<file path="src/rtl/pll_search_pkg.sv">
package pll_search_pkg;
  localparam int unsigned FREQ_W = 32;
  localparam int unsigned MN_W   = 16;
  localparam int unsigned EXP_W  = 4;

  typedef enum logic [1:0] {
    ST_IDLE  = 2'd0,
    ST_SCALE = 2'd1,
    ST_PAIR  = 2'd2,
    ST_WAIT  = 2'd3
  } srch_state_t;
endpackage

</file>
<file path="src/rtl/pll_udiv.sv">
// Restoring unsigned divider, one quotient bit per cycle.
module pll_udiv #(
  parameter int unsigned W = 32
) (
  input  logic         clk,
  input  logic         rst_n,
  input  logic         go,
  input  logic [W-1:0] dividend,
  input  logic [W-1:0] divisor,
  output logic [W-1:0] quot,
  output logic         fin
);
  localparam int unsigned CW = $clog2(W + 1);

  logic [W-1:0]  rem_q, rem_d;
  logic [W-1:0]  quo_q, quo_d;
  logic [W-1:0]  dvs_q, dvs_d;
  logic [CW-1:0] cnt_q, cnt_d;
  logic          fin_q, fin_d;
  logic [W:0]    shifted;
  logic [W:0]    trial;

  assign shifted = {rem_q, quo_q[W-1]};
  assign trial   = shifted - {1'b0, dvs_q};

  always_comb begin
    rem_d = rem_q;
    quo_d = quo_q;
    dvs_d = dvs_q;
    cnt_d = cnt_q;
    fin_d = 1'b0;
    if (go) begin
      rem_d = '0;
      quo_d = dividend;
      dvs_d = divisor;
      cnt_d = CW'(W);
    end else if (cnt_q != '0) begin
      if (!trial[W]) begin
        rem_d = trial[W-1:0];
        quo_d = {quo_q[W-2:0], 1'b1};
      end else begin
        rem_d = shifted[W-1:0];
        quo_d = {quo_q[W-2:0], 1'b0};
      end
      cnt_d = cnt_q - 1'b1;
      fin_d = (cnt_q == CW'(1));
    end
  end

  always_ff @(posedge clk or negedge rst_n) begin
    if (!rst_n) begin
      rem_q <= '0;
      quo_q <= '0;
      dvs_q <= '0;
      cnt_q <= '0;
      fin_q <= 1'b0;
    end else begin
      rem_q <= rem_d;
      quo_q <= quo_d;
      dvs_q <= dvs_d;
      cnt_q <= cnt_d;
      fin_q <= fin_d;
    end
  end

  assign quot = quo_q;
  assign fin  = fin_q;
endmodule

</file>
<file path="src/rtl/pll_rsel.sv">
// Exponent reduction decision and VCO window test.
module pll_rsel #(
  parameter int unsigned FW = 32,
  parameter int unsigned RW = 4
) (
  input  logic [FW-1:0] vco,
  input  logic [RW-1:0] r_cur,
  input  logic [RW-1:0] r_floor,
  input  logic [FW-1:0] win_lo,
  input  logic [FW-1:0] win_hi,
  output logic          shrink,
  output logic          outside
);
  logic above;
  assign above   = vco > win_hi;
  assign shrink  = (r_cur > r_floor) && above;
  assign outside = (vco < win_lo) || above;
endmodule

</file>
<file path="src/rtl/pll_err_track.sv">
// Absolute error, improvement test and walk direction for one pair.
module pll_err_track #(
  parameter int unsigned FW = 32
) (
  input  logic [FW-1:0] est,
  input  logic [FW-1:0] target,
  input  logic [FW-1:0] best_err,
  output logic [FW-1:0] delta,
  output logic          better,
  output logic          step_m
);
  assign step_m = est <= target;
  assign delta  = step_m ? (target - est) : (est - target);
  assign better = delta < best_err;
endmodule

</file>
<file path="src/rtl/pll_param_search.sv">
module pll_param_search
  import pll_search_pkg::*;
#(
  parameter int unsigned FW = FREQ_W,
  parameter int unsigned MW = MN_W,
  parameter int unsigned RW = EXP_W
) (
  input  logic          clk,
  input  logic          rst_n,
  input  logic          start,
  input  logic [FW-1:0] f_want,
  input  logic [FW-1:0] f_base,
  input  logic [MW-1:0] m_min,
  input  logic [MW-1:0] m_max,
  input  logic [MW-1:0] n_min,
  input  logic [MW-1:0] n_max,
  input  logic [RW-1:0] r_min,
  input  logic [RW-1:0] r_max,
  input  logic [FW-1:0] vco_min,
  input  logic [FW-1:0] vco_max,
  output logic          busy,
  output logic          done,
  output logic          error,
  output logic [MW-1:0] m_out,
  output logic [MW-1:0] n_out,
  output logic [RW-1:0] r_out
);
  localparam int unsigned CW  = MW + 1;
  localparam int unsigned PAD = FW - CW;

  // reset: asynchronous assertion, synchronous release
  logic [1:0] rst_sync;
  logic       rst_int_n;
  always_ff @(posedge clk or negedge rst_n) begin
    if (!rst_n) rst_sync <= 2'b00;
    else        rst_sync <= {rst_sync[0], 1'b1};
  end
  assign rst_int_n = rst_sync[1];

  srch_state_t st_q, st_d;
  logic [FW-1:0] base_q, base_d, vlo_q, vlo_d, vhi_q, vhi_d;
  logic [MW-1:0] mhi_q, mhi_d, nhi_q, nhi_d, mlo_q, mlo_d, nlo_q, nlo_d;
  logic [RW-1:0] rlo_q, rlo_d, ar_q, ar_d;
  logic [FW-1:0] vco_q, vco_d, best_q, best_d;
  logic          ovf_q, ovf_d;
  logic [CW-1:0] am_q, am_d, an_q, an_d;
  logic [MW-1:0] bm_q, bm_d, bn_q, bn_d;
  logic          done_q, done_d, err_q, err_d;
  logic [MW-1:0] mo_q, mo_d, no_q, no_d;
  logic [RW-1:0] ro_q, ro_d;

  logic [FW-1:0] shl;
  logic [FW-1:0] prod;
  logic [FW-1:0] dvs;
  logic [FW-1:0] est;
  logic          div_go, div_fin;
  logic          shrink, outside;
  logic [FW-1:0] delta;
  logic          better, step_m;
  logic          in_range;

  assign shl      = f_want << r_max;
  assign prod     = base_q * {{PAD{1'b0}}, am_q};
  assign dvs      = {{PAD{1'b0}}, an_q};
  assign in_range = (am_q <= {1'b0, mhi_q}) && (an_q <= {1'b0, nhi_q});

  pll_udiv #(.W(FW)) u_div (
    .clk      (clk),
    .rst_n    (rst_int_n),
    .go       (div_go),
    .dividend (prod),
    .divisor  (dvs),
    .quot     (est),
    .fin      (div_fin)
  );

  pll_rsel #(.FW(FW), .RW(RW)) u_rsel (
    .vco     (vco_q),
    .r_cur   (ar_q),
    .r_floor (rlo_q),
    .win_lo  (vlo_q),
    .win_hi  (vhi_q),
    .shrink  (shrink),
    .outside (outside)
  );

  pll_err_track #(.FW(FW)) u_trk (
    .est      (est),
    .target   (vco_q),
    .best_err (best_q),
    .delta    (delta),
    .better   (better),
    .step_m   (step_m)
  );

  always_comb begin
    st_d   = st_q;
    base_d = base_q;  vlo_d = vlo_q;  vhi_d = vhi_q;
    mlo_d  = mlo_q;   mhi_d = mhi_q;  nlo_d = nlo_q;  nhi_d = nhi_q;
    rlo_d  = rlo_q;   ar_d  = ar_q;   vco_d = vco_q;  ovf_d = ovf_q;
    best_d = best_q;  am_d  = am_q;   an_d  = an_q;
    bm_d   = bm_q;    bn_d  = bn_q;
    done_d = done_q;  err_d = err_q;
    mo_d   = mo_q;    no_d  = no_q;   ro_d  = ro_q;
    div_go = 1'b0;
    unique case (st_q)
      ST_IDLE: begin
        if (start) begin
          base_d = f_base;  vlo_d = vco_min;  vhi_d = vco_max;
          mlo_d  = m_min;   mhi_d = m_max;
          nlo_d  = n_min;   nhi_d = n_max;
          rlo_d  = r_min;   ar_d  = r_max;
          vco_d  = shl;
          ovf_d  = (shl >> r_max) != f_want;
          done_d = 1'b0;    err_d = 1'b0;
          mo_d   = '0;      no_d  = '0;   ro_d = '0;
          st_d   = ST_SCALE;
        end
      end
      ST_SCALE: begin
        if (ovf_q || (!shrink && outside)) begin
          done_d = 1'b1;
          err_d  = 1'b1;
          st_d   = ST_IDLE;
        end else if (shrink) begin
          ar_d  = ar_q - 1'b1;
          vco_d = vco_q >> 1;
        end else begin
          am_d   = {1'b0, mlo_q};
          an_d   = {1'b0, nlo_q};
          best_d = '1;
          bm_d   = '0;
          bn_d   = '0;
          st_d   = ST_PAIR;
        end
      end
      ST_PAIR: begin
        if (in_range) begin
          div_go = 1'b1;
          st_d   = ST_WAIT;
        end else begin
          mo_d   = bm_q;
          no_d   = bn_q;
          ro_d   = ar_q;
          done_d = 1'b1;
          st_d   = ST_IDLE;
        end
      end
      ST_WAIT: begin
        if (div_fin) begin
          if (better) begin
            best_d = delta;
            bm_d   = am_q[MW-1:0];
            bn_d   = an_q[MW-1:0];
          end
          if (step_m) am_d = am_q + 1'b1;
          else        an_d = an_q + 1'b1;
          st_d = ST_PAIR;
        end
      end
      default: st_d = ST_IDLE;
    endcase
  end

  always_ff @(posedge clk or negedge rst_int_n) begin
    if (!rst_int_n) begin
      st_q   <= ST_IDLE;
      base_q <= '0;  vlo_q <= '0;  vhi_q <= '0;
      mlo_q  <= '0;  mhi_q <= '0;  nlo_q <= '0;  nhi_q <= '0;
      rlo_q  <= '0;  ar_q  <= '0;  vco_q <= '0;  ovf_q <= 1'b0;
      best_q <= '0;  am_q  <= '0;  an_q  <= '0;
      bm_q   <= '0;  bn_q  <= '0;
      done_q <= 1'b0; err_q <= 1'b0;
      mo_q   <= '0;  no_q  <= '0;  ro_q  <= '0;
    end else begin
      st_q   <= st_d;
      base_q <= base_d; vlo_q <= vlo_d; vhi_q <= vhi_d;
      mlo_q  <= mlo_d;  mhi_q <= mhi_d; nlo_q <= nlo_d; nhi_q <= nhi_d;
      rlo_q  <= rlo_d;  ar_q  <= ar_d;  vco_q <= vco_d; ovf_q <= ovf_d;
      best_q <= best_d; am_q  <= am_d;  an_q  <= an_d;
      bm_q   <= bm_d;   bn_q  <= bn_d;
      done_q <= done_d; err_q <= err_d;
      mo_q   <= mo_d;   no_q  <= no_d;  ro_q  <= ro_d;
    end
  end

  assign busy  = st_q != ST_IDLE;
  assign done  = done_q;
  assign error = err_q;
  assign m_out = mo_q;
  assign n_out = no_q;
  assign r_out = ro_q;
endmodule

</file>
<file path="config.mk">
export PLATFORM = sky130hd
export DESIGN_NAME = pll_param_search
export DESIGN_NICKNAME = d
export VERILOG_FILES = /design/src/rtl/pll_search_pkg.sv /design/src/rtl/pll_udiv.sv /design/src/rtl/pll_rsel.sv /design/src/rtl/pll_err_track.sv /design/src/rtl/pll_param_search.sv
export SDC_FILE = /design/constraint.sdc
export NUM_CORES = 2
export LEC_CHECK = 0
export CORE_MARGIN = 4
export CORE_UTILIZATION = 72
export DETAILED_ROUTE_END_ITERATION = 8
export DONT_BUFFER_PORTS = 1
export PLACE_DENSITY_LB_ADDON = 0.08
export SLEW_MARGIN = 10
export SYNTH_ARGS = -nofsm -noshare
export SYNTH_HDL_FRONTEND = slang
export SYNTH_HIERARCHICAL = 1
export SYNTH_SLANG_ARGS = --single-unit
</file>
<file path="constraint.sdc">
create_clock -name clk -period 24.9 [get_ports clk]
set_input_delay 4.98 -clock clk [delete_from_list [all_inputs] [get_ports clk]]
set_output_delay 4.98 -clock clk [all_outputs]
set_load 0.02 [all_outputs]
</file>
---- Yosys cells after proc, flatten, opt, wreduce, memory -nomap -nowiden ----
Index checks and enable logic that the tools add are counted.
word-level totals
  bits in registers ....................... 429
  logic and storage cells ................. 147
operators by class
  $add $sub $neg .......................... 7
  multipliers ............................. 1
  order comparisons ....................... 7
  eq/ne operators ......................... 16
  shifts and indexed selects .............. 2
  muxes and demuxes ....................... 63
  reduce and logical (&&, ||, !) cells .... 23
operators by type and width
  kind                   number
  $mux 32                13
  $mux 16                9
  $mux 17                8
  $pmux 16 s2            4
  $pmux 32 s2            2
  $pmux 17 s2            2
  $lt 32x32->1           2
  $sub 32x32->32         2
  $add 17x1->17 const B  2
  $le 17x16->1           2
  $sub 33x17->33         1
  $gt 32x32->1           1
  $le 32x32->1           1
  $mul 32x17->32         1
  $ne 32x32->1           1
  $shl 32x4->32          1
  $shr 32x4->32          1
  $mux 4                 5
  $ne 2x2->1 const B     8
  $pmux 4 s2             2
  $reduce_and 5->1       3
  $mux 6                 2
  $mux 2                 5
  $reduce_bool 2->1      5
  21 further kinds       36

---- Logic depth before layout (Yosys ltp) ----
  depth after elaboration ................. 7
  gate-level depth with buffers ........... 30

---- Cells and area by module ----
The synthesis kept the hierarchy.
modules (own cells, without submodules)
  module            instances  cells an instance  area an instance (um2)  seq. area each (um2)
  pll_param_search  1          3034               28613.7                 8533.2
  pll_udiv          1          762                6576.3                  2577.5
  pll_err_track     1          651                4513.1                  0.0
  pll_rsel          1          234                1692.9                  0.0

---- Worst setup path after synthesis ----
Ideal clock, no wire load.
  path type ............................... input port to flip-flop
  start ................................... in r_max[3]
  end ..................................... reg ovf_q
  arrival time ............................ 6.696 ns
  required time ........................... 24.769 ns
  path slack .............................. 18.073 ns
  stages on the path ...................... 10
  path through ............................ buf_4 > mux2_2 > mux2i_1 > mux2_2 > inv_1 > o21ai_1 > mux4_2 > o21a_1 > o221ai_2 > a31oi_1
between the ends
  longest elaborated chain between the ends .. 3
ends and longest elaborated chain
  item                  RTL line                 source
  start, declared       pll_param_search.sv:18   input logic [RW-1:0] r_max,
  $shl 32x4->32         pll_param_search.sv:62   assign shl = f_want << r_max;
  $shr 32x4->32 *       pll_param_search.sv:114  ovf_d = (shl >> r_max) != f_want;
  $ne 32x32->1 *        pll_param_search.sv:114
  end signal, assigned  pll_param_search.sv:179  rlo_q <= rlo_d; ar_q <= ar_d; vco_q <= vco_d; ovf_q <= ovf_d;
  end, declared         pll_param_search.sv:45   logic ovf_q, ovf_d;
Every way passes the cells marked *; elsewhere a longest branch is shown, timed or not.
A chain may end at the register's enable or synchronous reset.

---- Final worst setup path ----
  start ................................... in start
  end ..................................... reg ovf_q
between the ends
  longest elaborated chain between the ends .. 1
ends and longest elaborated chain
  item                        RTL line                source
  start, declared             pll_param_search.sv:10  input logic start,
  $reduce_and 2->1 (no line)  -
No other way between the ends.

==> results.md <==
- Via count: 33530
- Clock latency on the worst-skew pair: roughly 620 ps
- Die footprint: 61400 sq um
- Yosys cell types: 114
- First-pass GRT wire length: 177000 um
- Max Slew Vio Count: 0
- Top delay family on crit path: buffers and inverters
- Die Span X: 248 um
- Crit path time final: 7440 ps
- Max-slew headroom: 0.271
- H-tree levels: 2
- Register area share after synthesis: 0.268
- Num CTS Buffers: 48
- Std-Cell Rows: 87
- Crit-path slowest cell: buf_4
- Crit start category: input port
- Ys flop type: dfrtp_1
- Initial DRC count: roughly 2800
- Vias in the first global route: between 30000 and 40000
- Yosys reg bits: ~440
- Port buffer count: 0
- Async set or reset register ratio after synthesis: 1.00
- WP depth: 8
- RePlAce Congestion: between 0.9 and 1
- TNS Setup: 0 ps
- DRT Wirelength: 109000 um
- EDFF count, synth: 0
- Cts hold-fix bufs: 0
- WP data arrival: around 8000 ps
- R2R depth: 23
- Syn Inst Count: 4681
- Critical Path Sink Type: flip-flop
- WP buf/inv: 2
- Cell breakdown of the critical path: and2_4 > buf_4 > buf_4 > o211ai_1 > nor2_1 > o211ai_1 > nor3_1 > a31oi_1
- Initial Util: 0.731
- Clock Tree Buf Depth: 3
- Post-DR wirelength/cell: 20.5 um
- # DRC: 0
- Setup Buffers After CTS: 0
- RSZ-0062 raised after global routing: false
- Synthesis-to-layout area growth: 4.55%
- Largest net degree at the start of global routing: ~140
- Hold Crit Class: reg -> async
- Mean Syn Cell Area: 8.84 sq um
- Worst Path Required: 25380 ps
- Period utilization: 0.299
- Num ports: 242
- Post-route ant nets: 0
- Critical path type: in -> reg
- Clock root cell: clkbuf_16
- Worst-Margin Slew: around 1100 ps
- Sink Count: 444
- DR pass1 iterations: 6
- Detailed placement HPWL: 79700 um
- Share of cells above drive strength 1: 0.0757
- Hold Vio Cnt, Final: 0
- Final setup fails: 0
- # fillers: roughly 4000
- Crit-path max FO: 77
- Maxcap violations: 0
- Final #Nets: 5352
- Synth warn: 6
- Gr usage total: 0.360
- CORE AREA: 56600 sq um
- Clk_skew: 33.9 ps
- Post-cts sizing count: 0
- CTS tree: yes
- Antenna violations before repair: 13
- Slowest cell delay on critical path: 870 ps
- Die height: roughly 250 um
- Clock transition at path regs: 60 ps
- Congestion Overflow GR: 0
- Fmax: 134 MHz
- Run status: finished, final reports clean
- Vias per std cell: 6.30
- Netlist Area Pre-Place: 41400 sq um
-- kinds of logic after synthesis --
kind of cell	share of synthesized area
and+or+nand+nor	0.146
AOI/OAI and AO/OA	0.148
buffers and inverters	0.0907
adders and majority gates	0.247
DFF	0.268
muxes	0.0772
xor gates and xnor gates	0.0224
other	0.000181
-- through the flow --
| step | utilization | cells | worst slack (ps) | cell area, sq um | hold slack [ps] |
|---|---|---|---|---|---|
| after floorplan | - | 4695 | 11610 | 41400 | 331 |
| after global placement | 0.734 | 5230 | 16890 | 41600 | 312 |
| after detailed placement | 0.734 | 5230 | 16870 | 41600 | 319 |
| after CTS | 0.764 | 5316 | 17490 | 43300 | 329 |
| after global routing | 0.765 | 5323 | 17270 | 43300 | 354 |
| final | 0.765 | 5325 | 17460 | 43300 | 305 |
-- synth_stat cells (8+ instances only) --
master | count | area (sq um)
xnor2_1 | 75 | 657
a221o_1 | 8 | 80.1
o22ai_1 | 25 | 156
o21bai_1 | 19 | 143
a21oi_1 | 285 | 1430
buf_6 | 11 | 124
or3_1 | 11 | 68.8
fa_1 | 322 | 6450
a21o_1 | 61 | 458
nor4_1 | 13 | 81.3
nand3b_1 | 8 | 60.1
o31ai_1 | 12 | 90.1
dfrtp_1 | 444 | 11100
buf_1 | 17 | 63.8
clkbuf_1 | 183 | 687
mux4_2 | 8 | 180
nand3_1 | 55 | 275
xor2_1 | 31 | 272
inv_1 | 680 | 2550
nor2b_1 | 18 | 113
nand4_1 | 47 | 294
a311oi_1 | 10 | 87.6
a221oi_1 | 9 | 78.8
and3_1 | 23 | 144
mux2i_1 | 108 | 1080
nand2_1 | 643 | 2410
buf_2 | 30 | 150
a31oi_1 | 26 | 163
buf_4 | 18 | 135
mux2_2 | 157 | 1770
a22o_1 | 37 | 324
o211ai_1 | 18 | 135
nor3_1 | 47 | 235
o21a_1 | 28 | 210
o21ai_0 | 262 | 1310
a211oi_1 | 60 | 450
nand2b_1 | 14 | 87.6
ha_1 | 303 | 3790
o21ai_1 | 13 | 65.1
nor2_1 | 236 | 886
and2_1 | 152 | 951
-- path summary, 6_finish.rpt --
check / endpoint / start / slack, ps
worst max-delay path: ovf_q$_DFFE_PN0P_ / start / 17460
worst min-delay path: vhi_q[15]$_DFFE_PN0P_ / rst_sync[1]$_DFF_PN0_ / 310
worst max register to register: u_div/quot[31]$_DFFE_PN0P_ / base_q[1]$_DFFE_PN0P_ / 17860
worst min register to register: vhi_q[15]$_DFFE_PN0P_ / rst_sync[1]$_DFF_PN0_ / 310
max in group asynchronous: rst_sync[1]$_DFF_PN0_ / rst_n / 20770
min in group clk: rst_sync[1]$_DFF_PN0_ / rst_sync[0]$_DFF_PN0_ / 360
-- metal layers --
layer	up-vias	routed length [um]	share of wire	track usage
li1	15193	-	-	-
met1	16542	43700	0.40	0.487
met2	1473	51900	0.48	0.589
met3	314	8830	0.081	0.0581
met4	8	4680	0.043	0.143
met5	-	53	0.00049	0
-- sequential cells by signal, summed over array words and instances, names as in the netlist, 17 cells and up --
signal and count:
vhi_q 32, u_div/dvs_q 32, vlo_q 32, u_div/quot 32, am_q 17, best_q 32
base_q 32, u_div/rem_q 32, an_q 17, vco_q 32
-- cell type report --
cell class | count | area [sq um] | share of cell area
Antenna cell | 9 | 22.5 | 0.000520
Tap cell | 756 | 946 | 0.0219
Inverter | 683 | 2570 | 0.0594
Sequential cell | 444 | 11100 | 0.257
Timing Repair Buffer | 40 | 313 | 0.00723
Clock buffer | 64 | 1330 | 0.0308
Multi-Input combinational cell | 3307 | 26600 | 0.615
Clock inverter | 22 | 353 | 0.00815
-- cell usage in the layout, fill, tap and decap left out, drive strengths merged, types with 14 or more instances in the layout --
cell    netlist  routed
inv         681     684
mux2i       110     110
clkinv        2      14
and3         23      23
nor2b        20      20
xor2         31      31
a211oi       63      63
o21a         28      28
fa          322     322
nor3         48      48
xnor2        75      75
buf          77      40
mux2        159     159
nor4         16      16
clkbuf      184      64
nand2       643     643
o21ai       277     277
conb          2      16
a31oi        26      26
nand3        55      55
a21o         63      63
a21oi       287     287
o211ai       19      19
nand2b       14      14
a22o         37      37
ha          303     303
and2        153     153
nor2        236     236
o21bai       19      19
o22ai        26      26
nand4        52      52
dfrtp       444     444
Power is not shown: default switching activity piles up to over one toggle a cycle in this logic, so the estimate is an artifact.
